--- config.mk ---
export PLATFORM = sky130hd
export DESIGN_NAME = walk_req_issuer
export DESIGN_NICKNAME = d
export VERILOG_FILES = /design/src/rtl/walk_iss_pkg.sv /design/src/rtl/walk_wb_stack.sv /design/src/rtl/walk_flight_ctr.sv /design/src/rtl/walk_req_issuer.sv
export SDC_FILE = /design/constraint.sdc
export NUM_CORES = 2
export LEC_CHECK = 0
export BUFFER_PORTS_ARGS = -buffer_cell sky130_fd_sc_hd__buf_2
export CAP_MARGIN = 30
export CORE_MARGIN = 2
export CORE_UTILIZATION = 45
export DETAILED_ROUTE_END_ITERATION = 8
export PLACE_DENSITY = 0.65
export SETUP_SLACK_MARGIN = 0.4
export SLEW_MARGIN = 10
export SYNTH_ARGS = -nofsm -noshare
export SYNTH_HDL_FRONTEND = slang
export SYNTH_SLANG_ARGS = --single-unit
--- constraint.sdc ---
create_clock -name clk -period 4.6 [get_ports clk]
set_input_delay 0.46 -clock clk [delete_from_list [all_inputs] [get_ports clk]]
set_output_delay 0.46 -clock clk [all_outputs]
set_load 0.01 [all_outputs]
--- src/rtl/walk_iss_pkg.sv ---
// Shared widths and types for the walk request issuer.
package walk_iss_pkg;
    localparam int ADDR_W = 48;
    localparam int DATA_W = 64;

    // One write-back held on the stack or awaiting re-offer.
    typedef struct packed {
        logic [ADDR_W-1:0] addr;
        logic [DATA_W-1:0] data;
    } wb_ent_t;

    // Which holder drives the request port this cycle.
    typedef enum logic [1:0] {
        SRC_NONE   = 2'd0,
        SRC_RESEND = 2'd1,
        SRC_READ   = 2'd2,
        SRC_WRITE  = 2'd3
    } offer_src_e;
endpackage

--- src/rtl/walk_wb_stack.sv ---
// Last-in first-out store for write-backs.
// Up to two pushes and one pop in a cycle: the pop happens first, then push_a, then push_b.
// A push that finds the stack full is dropped and flags ovf for that cycle.
// Assumes pop is asserted only while the stack is non-empty.
module walk_wb_stack
    import walk_iss_pkg::*;
#(
    parameter int DEPTH = 4
) (
    input  logic    clk,
    input  logic    rst_n,
    input  logic    pop,
    input  logic    push_a,
    input  wb_ent_t ent_a,
    input  logic    push_b,
    input  wb_ent_t ent_b,
    output wb_ent_t top,
    output logic    empty,
    output logic    ovf
);
    localparam int CNT_W = $clog2(DEPTH + 1);
    localparam int IDX_W = (DEPTH > 1) ? $clog2(DEPTH) : 1;
    localparam logic [CNT_W-1:0] FULL_CNT = CNT_W'(DEPTH);

    wb_ent_t          mem   [DEPTH];
    wb_ent_t          mem_n [DEPTH];
    logic [CNT_W-1:0] cnt, cnt_n;
    logic [CNT_W-1:0] top_idx;

    // Next contents: pop, then each push in turn
    always_comb begin
        mem_n = mem;
        cnt_n = cnt;
        ovf   = 1'b0;
        if (pop && cnt_n != '0) begin
            cnt_n = cnt_n - 1'b1;
        end
        if (push_a) begin
            if (cnt_n < FULL_CNT) begin
                mem_n[cnt_n[IDX_W-1:0]] = ent_a;
                cnt_n = cnt_n + 1'b1;
            end else begin
                ovf = 1'b1;
            end
        end
        if (push_b) begin
            if (cnt_n < FULL_CNT) begin
                mem_n[cnt_n[IDX_W-1:0]] = ent_b;
                cnt_n = cnt_n + 1'b1;
            end else begin
                ovf = 1'b1;
            end
        end
    end

    // State update; only the count needs a reset value
    always_ff @(posedge clk) begin
        if (!rst_n) begin
            cnt <= '0;
        end else begin
            cnt <= cnt_n;
        end
        mem <= mem_n;
    end

    // Newest entry is presented on top
    always_comb begin
        top_idx = cnt - 1'b1;
        top     = mem[top_idx[IDX_W-1:0]];
        empty   = (cnt == '0);
    end
endmodule

--- src/rtl/walk_flight_ctr.sv ---
// Counts requests accepted by memory that still await a response.
// Assumes dec is never asserted alone while the count is zero.
module walk_flight_ctr #(
    parameter int MAX_INFL = 6
) (
    input  logic clk,
    input  logic rst_n,
    input  logic inc,
    input  logic dec,
    output logic zero
);
    localparam int CNT_W = $clog2(MAX_INFL + 1);

    logic [CNT_W-1:0] cnt;

    // Up on accept, down on response, unchanged when both
    always_ff @(posedge clk) begin
        if (!rst_n) begin
            cnt <= '0;
        end else begin
            unique case ({inc, dec})
                2'b10:   cnt <= cnt + 1'b1;
                2'b01:   cnt <= (cnt != '0) ? cnt - 1'b1 : cnt;
                default: cnt <= cnt;
            endcase
        end
    end

    // Drained indication
    assign zero = (cnt == '0);
endmodule

--- src/rtl/walk_req_issuer.sv ---
// Issues a page walk's table reads and entry write-backs to a memory port
// that may refuse an offer.
// Offer priority in each cycle: a refused-response re-offer first, then the
// pending read, then the newest write-back. The last two are held back while
// retrying and in the read-data hand-over cycle.
// Assumes one response per cycle at most. A refused response carries its
// original address, data and type.
module walk_req_issuer
    import walk_iss_pkg::*;
#(
    parameter int WQ_DEPTH = 4
) (
    input  logic              clk,
    input  logic              rst_n,
    input  logic              rd_enq_valid,
    input  logic [ADDR_W-1:0] rd_enq_addr,
    input  logic              wr_enq_valid,
    input  logic [ADDR_W-1:0] wr_enq_addr,
    input  logic [DATA_W-1:0] wr_enq_data,
    output logic              req_valid,
    output logic              req_is_write,
    output logic [ADDR_W-1:0] req_addr,
    output logic [DATA_W-1:0] req_data,
    input  logic              req_accept,
    input  logic              retry_pulse,
    input  logic              rsp_valid,
    input  logic              rsp_nack,
    input  logic              rsp_is_write,
    input  logic [ADDR_W-1:0] rsp_addr,
    input  logic [DATA_W-1:0] rsp_data,
    output logic              rdata_valid,
    output logic [DATA_W-1:0] rdata,
    output logic              walk_done,
    output logic              err_wq_ovf,
    output logic              err_rd_dup
);
    localparam int MAX_INFL = WQ_DEPTH + 2;

    // Read slot
    logic              rd_pend;
    logic [ADDR_W-1:0] rd_addr;
    // Re-offer holder for a refused response
    logic              resend_vld;
    logic              resend_is_write;
    wb_ent_t           resend_ent;
    // Issue control
    logic              retrying;
    offer_src_e        src;
    logic              taken, refused;
    logic              wq_pop, ret_wr, ret_rd;
    logic              slot_busy;
    logic              stk_empty, stk_ovf;
    wb_ent_t           stk_top, enq_ent;
    logic              infl_zero;

    assign enq_ent = '{addr: wr_enq_addr, data: wr_enq_data};

    // Choose the holder that drives the port this cycle
    always_comb begin
        if (resend_vld) begin
            src = SRC_RESEND;
        end else if (!retrying && !rdata_valid && rd_pend) begin
            src = SRC_READ;
        end else if (!retrying && !rdata_valid && !stk_empty) begin
            src = SRC_WRITE;
        end else begin
            src = SRC_NONE;
        end
    end

    // Drive the request port from the chosen holder
    always_comb begin
        req_valid    = (src != SRC_NONE);
        req_is_write = 1'b0;
        req_addr     = '0;
        req_data     = '0;
        unique case (src)
            SRC_RESEND: begin
                req_is_write = resend_is_write;
                req_addr     = resend_ent.addr;
                req_data     = resend_is_write ? resend_ent.data : '0;
            end
            SRC_READ: begin
                req_addr     = rd_addr;
            end
            SRC_WRITE: begin
                req_is_write = 1'b1;
                req_addr     = stk_top.addr;
                req_data     = stk_top.data;
            end
            default: ;
        endcase
    end

    // Handshake outcome and where a refused re-offer returns to
    always_comb begin
        taken     = req_valid && req_accept;
        refused   = req_valid && !req_accept;
        wq_pop    = (src == SRC_WRITE) && taken;
        ret_wr    = (src == SRC_RESEND) && refused && resend_is_write;
        ret_rd    = (src == SRC_RESEND) && refused && !resend_is_write;
        slot_busy = (rd_pend && !((src == SRC_READ) && taken)) || ret_rd;
    end

    // Retrying flag: set by any refusal, cleared by a retry pulse
    always_ff @(posedge clk) begin
        if (!rst_n) begin
            retrying <= 1'b0;
        end else if (refused) begin
            retrying <= 1'b1;
        end else if (retry_pulse) begin
            retrying <= 1'b0;
        end
    end

    // Read slot: cleared on accept, refilled by a returned read or a new enqueue
    always_ff @(posedge clk) begin
        if (!rst_n) begin
            rd_pend    <= 1'b0;
            rd_addr    <= '0;
            err_rd_dup <= 1'b0;
        end else begin
            if ((src == SRC_READ) && taken) begin
                rd_pend <= 1'b0;
            end
            if (ret_rd) begin
                rd_pend <= 1'b1;
                rd_addr <= resend_ent.addr;
            end
            if (rd_enq_valid) begin
                if (slot_busy) begin
                    err_rd_dup <= 1'b1;
                end else begin
                    rd_pend <= 1'b1;
                    rd_addr <= rd_enq_addr;
                end
            end
        end
    end

    // Re-offer holder: loaded by a refused response, emptied once offered
    always_ff @(posedge clk) begin
        if (!rst_n) begin
            resend_vld      <= 1'b0;
            resend_is_write <= 1'b0;
            resend_ent      <= '0;
        end else if (rsp_valid && rsp_nack) begin
            resend_vld      <= 1'b1;
            resend_is_write <= rsp_is_write;
            resend_ent      <= '{addr: rsp_addr, data: rsp_data};
        end else if (src == SRC_RESEND) begin
            resend_vld      <= 1'b0;
        end
    end

    // Read data hand-over to the walker, one cycle after the response
    always_ff @(posedge clk) begin
        if (!rst_n) begin
            rdata_valid <= 1'b0;
            rdata       <= '0;
        end else begin
            rdata_valid <= rsp_valid && !rsp_nack && !rsp_is_write;
            if (rsp_valid && !rsp_nack && !rsp_is_write) begin
                rdata <= rsp_data;
            end
        end
    end

    // Sticky overflow flag
    always_ff @(posedge clk) begin
        if (!rst_n) begin
            err_wq_ovf <= 1'b0;
        end else if (stk_ovf) begin
            err_wq_ovf <= 1'b1;
        end
    end

    walk_wb_stack #(
        .DEPTH (WQ_DEPTH)
    ) u_stack (
        .clk    (clk),
        .rst_n  (rst_n),
        .pop    (wq_pop),
        .push_a (ret_wr),
        .ent_a  (resend_ent),
        .push_b (wr_enq_valid),
        .ent_b  (enq_ent),
        .top    (stk_top),
        .empty  (stk_empty),
        .ovf    (stk_ovf)
    );

    walk_flight_ctr #(
        .MAX_INFL (MAX_INFL)
    ) u_flight (
        .clk   (clk),
        .rst_n (rst_n),
        .inc   (taken),
        .dec   (rsp_valid),
        .zero  (infl_zero)
    );

    // Drained when nothing is held, outstanding or being handed over
    assign walk_done = infl_zero && !rd_pend && stk_empty && !resend_vld && !rdata_valid;
endmodule

[Yosys cells after proc, flatten, opt, wreduce, memory -nomap -nowiden]
Cells that the tools add are included.
Cells by class
  $add $sub $neg: 5
  $mul: 0
  div/mod/pow operators: 0
  magnitude comparators: 7
  equality and inequality tests: 6
  shifts and indexed selects: 0
  multiplexer cells: 42
  bitwise logic cells: 3
  reduce and logical (&&, ||, !) cells: 42
Operators by type and width (number)
  448-bit two-way mux: 4
  448-bit bitwise mux: 2
  112-bit demux with 2-bit select: 2
  112-bit two-way mux: 4
  112-bit binary-select mux with 2-bit select: 1
  48-bit two-way mux: 3
  48-bit one-hot mux with 3 select lines: 1
  64-bit one-hot mux with 2 select lines: 1
  64-bit two-way mux: 1
  1-bit logical AND: 21
  3-bit two-way mux: 6
  1-bit two-way mux: 12
  1-bit logical NOT: 10
  3-bit by 1-bit adder with 3-bit output (second input constant): 3
  3-bit greater-or-equal comparator (second input constant): 3
  2-bit inverter with 3-bit output: 3
  2-bit nonzero test: 4
  2-bit == test (second input constant): 3
  3-bit logical NOT: 2
  3-bit by 1-bit < comparator with 1-bit output (second input constant): 2
  3-bit < comparator (second input constant): 2
  2-bit two-way mux: 3
  3-bit one-hot mux with 2 select lines: 1
  3-bit nonzero test: 2
  other kinds (6): 9
Storage, ports and cells
  flip-flop bits (word level): 685
  bits in latches: 0
  bits in writable memories: 0
  memory bits (read-only): 0
  input bits: 281
  memories: 0

[Logic depth before layout (Yosys ltp)]
  depth in word-level cells: 22
  depth in mapped cells: 16
  gate-level depth less buffers: 12

[Cells and area by module]
From an unflattened synthesis, not the netlist that was laid out.
Unflattened totals
  cells, all modules: 2938
  area total of the unflattened synthesis: 33380.8 µm²
By module, submodules not included
  walk_wb_stack: times used 1, cells each 1648, area each 23068.4 µm²
  walk_req_issuer: times used 1, cells each 1267, area each 10114.7 µm²
  walk_flight_ctr: times used 1, cells each 23, area each 197.7 µm²

[Worst setup path after synthesis]
Ideal clock, no wire load.
  kind: register to register
  start point: register u_stack.cnt[0]
  end point: register u_stack.mem[100] (netlist name)
  setup time: 0.121 ns
  arrival: 3.114 ns
  slack: 1.365 ns
  stages on the path, launching flop included: 16
  path buffers: 4
  clock period less this slack: 3.235 ns
  cell sequence: dfxtp_1 clkbuf_1 inv_1 ha_1 nand2b_1 nand3_1 buf_2 a21oi_1 inv_1 ha_1 and3_1 a211oi_4 o211ai_1 clkbuf_1 buf_2 mux2_2
RTL lines
  start, declared: line walk_wb_stack.sv:27  | logic [CNT_W-1:0] cnt, cnt_n;
  start signal, assigned: line walk_wb_stack.sv:61  | cnt <= cnt_n;
  end signal, assigned: line walk_wb_stack.sv:63  | mem <= mem_n;
  end, declared: line walk_wb_stack.sv:25  | wb_ent_t mem [DEPTH];

==> reports/qor.csv <==
metric,value,unit
status,"finished, violations left",
violations,capacitance limit,
p_comb_frac,0.387,
synth_nets,3258,
power.share.sequential,0.369,
core_area,71730,um^2
dr.pass1.iters,6,
ys_top_cells_by_area,"dfxtp_1 (42%), mux2_2 (31%), mux4_2 (7.7%), nand2_1 (5.2%), a21oi_1 (3.4%)",
min_path_type,input port to flip-flop,
wl_per_cell,22.03,um
clk_pin_slew,60,ps
synth_seq_cells,685,
whs_path_depth,3,
critical_path.max_fanout,28,
most-common-layout-cells,"mux2_2 (896), dfxtp_1 (683), buf_2 (462)",
hold_viol,0,
p_clk_frac,0.243,
yosysWarnings,0,
cts_buffers,76,
die_area,74790,um^2
rows,98,
clock_latency,630,ps
swShare,0.2992,
final_common_cell,mux2_2,
drt_wl_total,95460,um
place_ws,631.9,ps
port_buffers,462,
fin_skew,21.17,ps
power_density,650.7,nW/um^2
syn_area_per_cell,11.01,um^2
ios,463,
p_int,0.01752,W
fp.dieH,273.5,um
p_switching,0.007482,W
cap_violations,1,
finalCritPeriodShare,0.8810,
setup_viol,0,
grt_overflow,0,
htreeDepth,3,
yosysSeqAreaShare,0.4197,
timing.hold.ws,75.84,ps
max_freq,246.8,MHz
clock_sinks,685,
clock_path_buffers,3,
place_hpwl,56170,um
max_stage_delay,530,ps
worstPathBufferInverterCount,3,
num_vias,24340,
grt.total_usage,0.2465,
final_area,38430,um^2
first_global_vias,24110,
synthDistinctLibCells,45,
rsz0062_at_grt,false,
startpoint_type,flip-flop,
cts_tree,built,
finalCriticalPeriod,4052,ps
synth_top_area_cell,dfxtp_1,
crit_top_cell,inv_1,
setup_tns,0,ps
setup_ws,547.5,ps
worstRegToRegCells,12,
drt_iter0_markers,1450,
required,5090,ps
drc_errors,0,
area_growth,17.61,%
grt_pass1_wl,143000,um
nets,3602,
setup.worst_path.end_class,flip-flop,
crit_chain,"inv_1, ha_4, nand2b_1, nand3_1, a21oi_1, inv_1, ha_1, and3_1, a211oi_4, nand3_4, buf_12, mux2_2",
dieWidth,273.5,um
critPathTopFamily,simple AND/OR/NAND/NOR gates,
synth_top_area_share,0.4197,
relSlewSlack,0.01201,
cts_setup_buffers,0,
drive_gt1_frac,0.4910,
path_depth,12,
final_antenna_net_count,0,
antenna_found_initial,24,
synth_cells,2969,
slew_viol_final,0,
cpMaxStageDelayCell,a211oi_4,
grt_max_degree,146,
tightestPinTransition,1463,ps
place_congestion,0.7811,
syn_area,32680,um^2
placed_cell_area,35900,um^2
critical_path_arrival,4540,ps
start_util,0.4555,
vias_per_cell,5.619,
p_leak,15.92,nW
path_class,flip-flop to flip-flop,
ir_drop,0.0005871,V
cts_root_buffer,clkbuf_16,
[synth_stat cells, drive strengths merged]
library cell and count:
nand2 452, or3 1, nor3b 2, o221ai 1, a22o 22, o311ai 3
buf 98, nor2b 4, xnor2 3, nand3b 1, a21oi 223, o211a 1
and2 3, a31o 2, or2 1, o2bb2ai 1, a22oi 1, ha 7
mux2i 52, a211oi 49, mux2 896, and3 3, fa 1, clkbuf 141
nand3 6, inv 58, dfxtp 685, nor2 65, a21o 3, o31ai 2
nand4 3, o21ai 2, o211ai 4, a32o 1, a31oi 1, nand2b 3
a222oi 48, and4bb 2, mux4 112, or3b 2, nor3 4
[per-layer routing]
metal | global-route usage | wire [um]
met1 | 0.3188 | 41340
met2 | 0.4056 | 44940
met3 | 0.06096 | 6624
met4 | 0.07492 | 2361
met5 | 0 | 185
[cells by family (layout without fill, tap and decap cells)]
family | after synthesis | in the layout | share of synthesized area
XOR/XNOR | 3 | 3 | 0.0008043
AO/OA/AOI/OAI | 364 | 364 | 0.07168
flip-flops | 685 | 685 | 0.4197
adder cells (fa/ha/maj) | 8 | 8 | 0.003293
other | 0 | 11 | 0
multiplexers | 1060 | 1060 | 0.4019
AND/OR/NAND/NOR | 552 | 553 | 0.06636
buffers and inverters | 297 | 698 | 0.03630
[sequential cells by signal, summed over array words and instances, names as in the netlist]
name and cells:
rdata 64, u_flight.cnt 3, rdata_valid 1, resend_ent 112, u_stack.cnt 3, rd_pend 1
resend_vld 1, retrying 1, resend_is_write 1, u_stack.mem 448, rd_addr 48, err_wq_ovf 1
err_rd_dup 1
[worst paths after layout]
check	startpoint	to	slack, ps
worst min-delay path	rsp_addr[43]	resend_ent[107]	80
worst min register to register	rdata[43]	rdata[43]	450
worst max register to register	u_stack.cnt[1]	u_stack.mem[428]	550
worst max-delay path	u_stack.cnt[1]	u_stack.mem[428]	550
[area by class of cell]
type | instances | area, um^2
Antenna cell | 11 | 27.53
Clock buffer | 113 | 2212
Clock inverter | 23 | 274.0
Fill cell | 6393 | 33300
Inverter | 58 | 225.2
Multi-Input combinational cell | 1988 | 17900
Sequential cell | 685 | 13720
Tap cell | 950 | 1189
Timing Repair Buffer | 504 | 2889
[through the flow]
stage	util	power [W]	instances
2_1_floorplan	-	0.01655	2969
3_3_place_gp	0.4999	0.01873	4182
3_5_place_dp	0.5005	0.01900	4184
4_1_cts	0.5352	0.02511	4320
5_1_grt	0.5357	0.02636	4329
6_report	0.5358	0.02501	4332
[power groups by stage]
stage | clock network (W) | logic (W) | registers [W]
detailed placement | 0 | 0.00967 | 0.00933
CTS | 0.00620 | 0.00970 | 0.00921
finish | 0.00608 | 0.00968 | 0.00924
floorplan | 0 | 0.00755 | 0.00900
global route | 0.00642 | 0.0105 | 0.00946
global placement | 0 | 0.00947 | 0.00926
[repair_timing]
action / CTS / global route
resized for setup: 0 / 1
endpoints found under the setup margin: 0 / 47
hold buffers: 0 / 0
[worst register-to-register path, stage by stage, from the launching register on]
cell and delay (ps):
dfxtp_1 390, inv_1 130, ha_4 190, nand2b_1 160
nand3_1 350, a21oi_1 410, inv_1 140, ha_1 250
and3_1 220, a211oi_4 530, nand3_4 460, buf_12 400
mux2_2 320
Power figures use the tool's default switching activity.
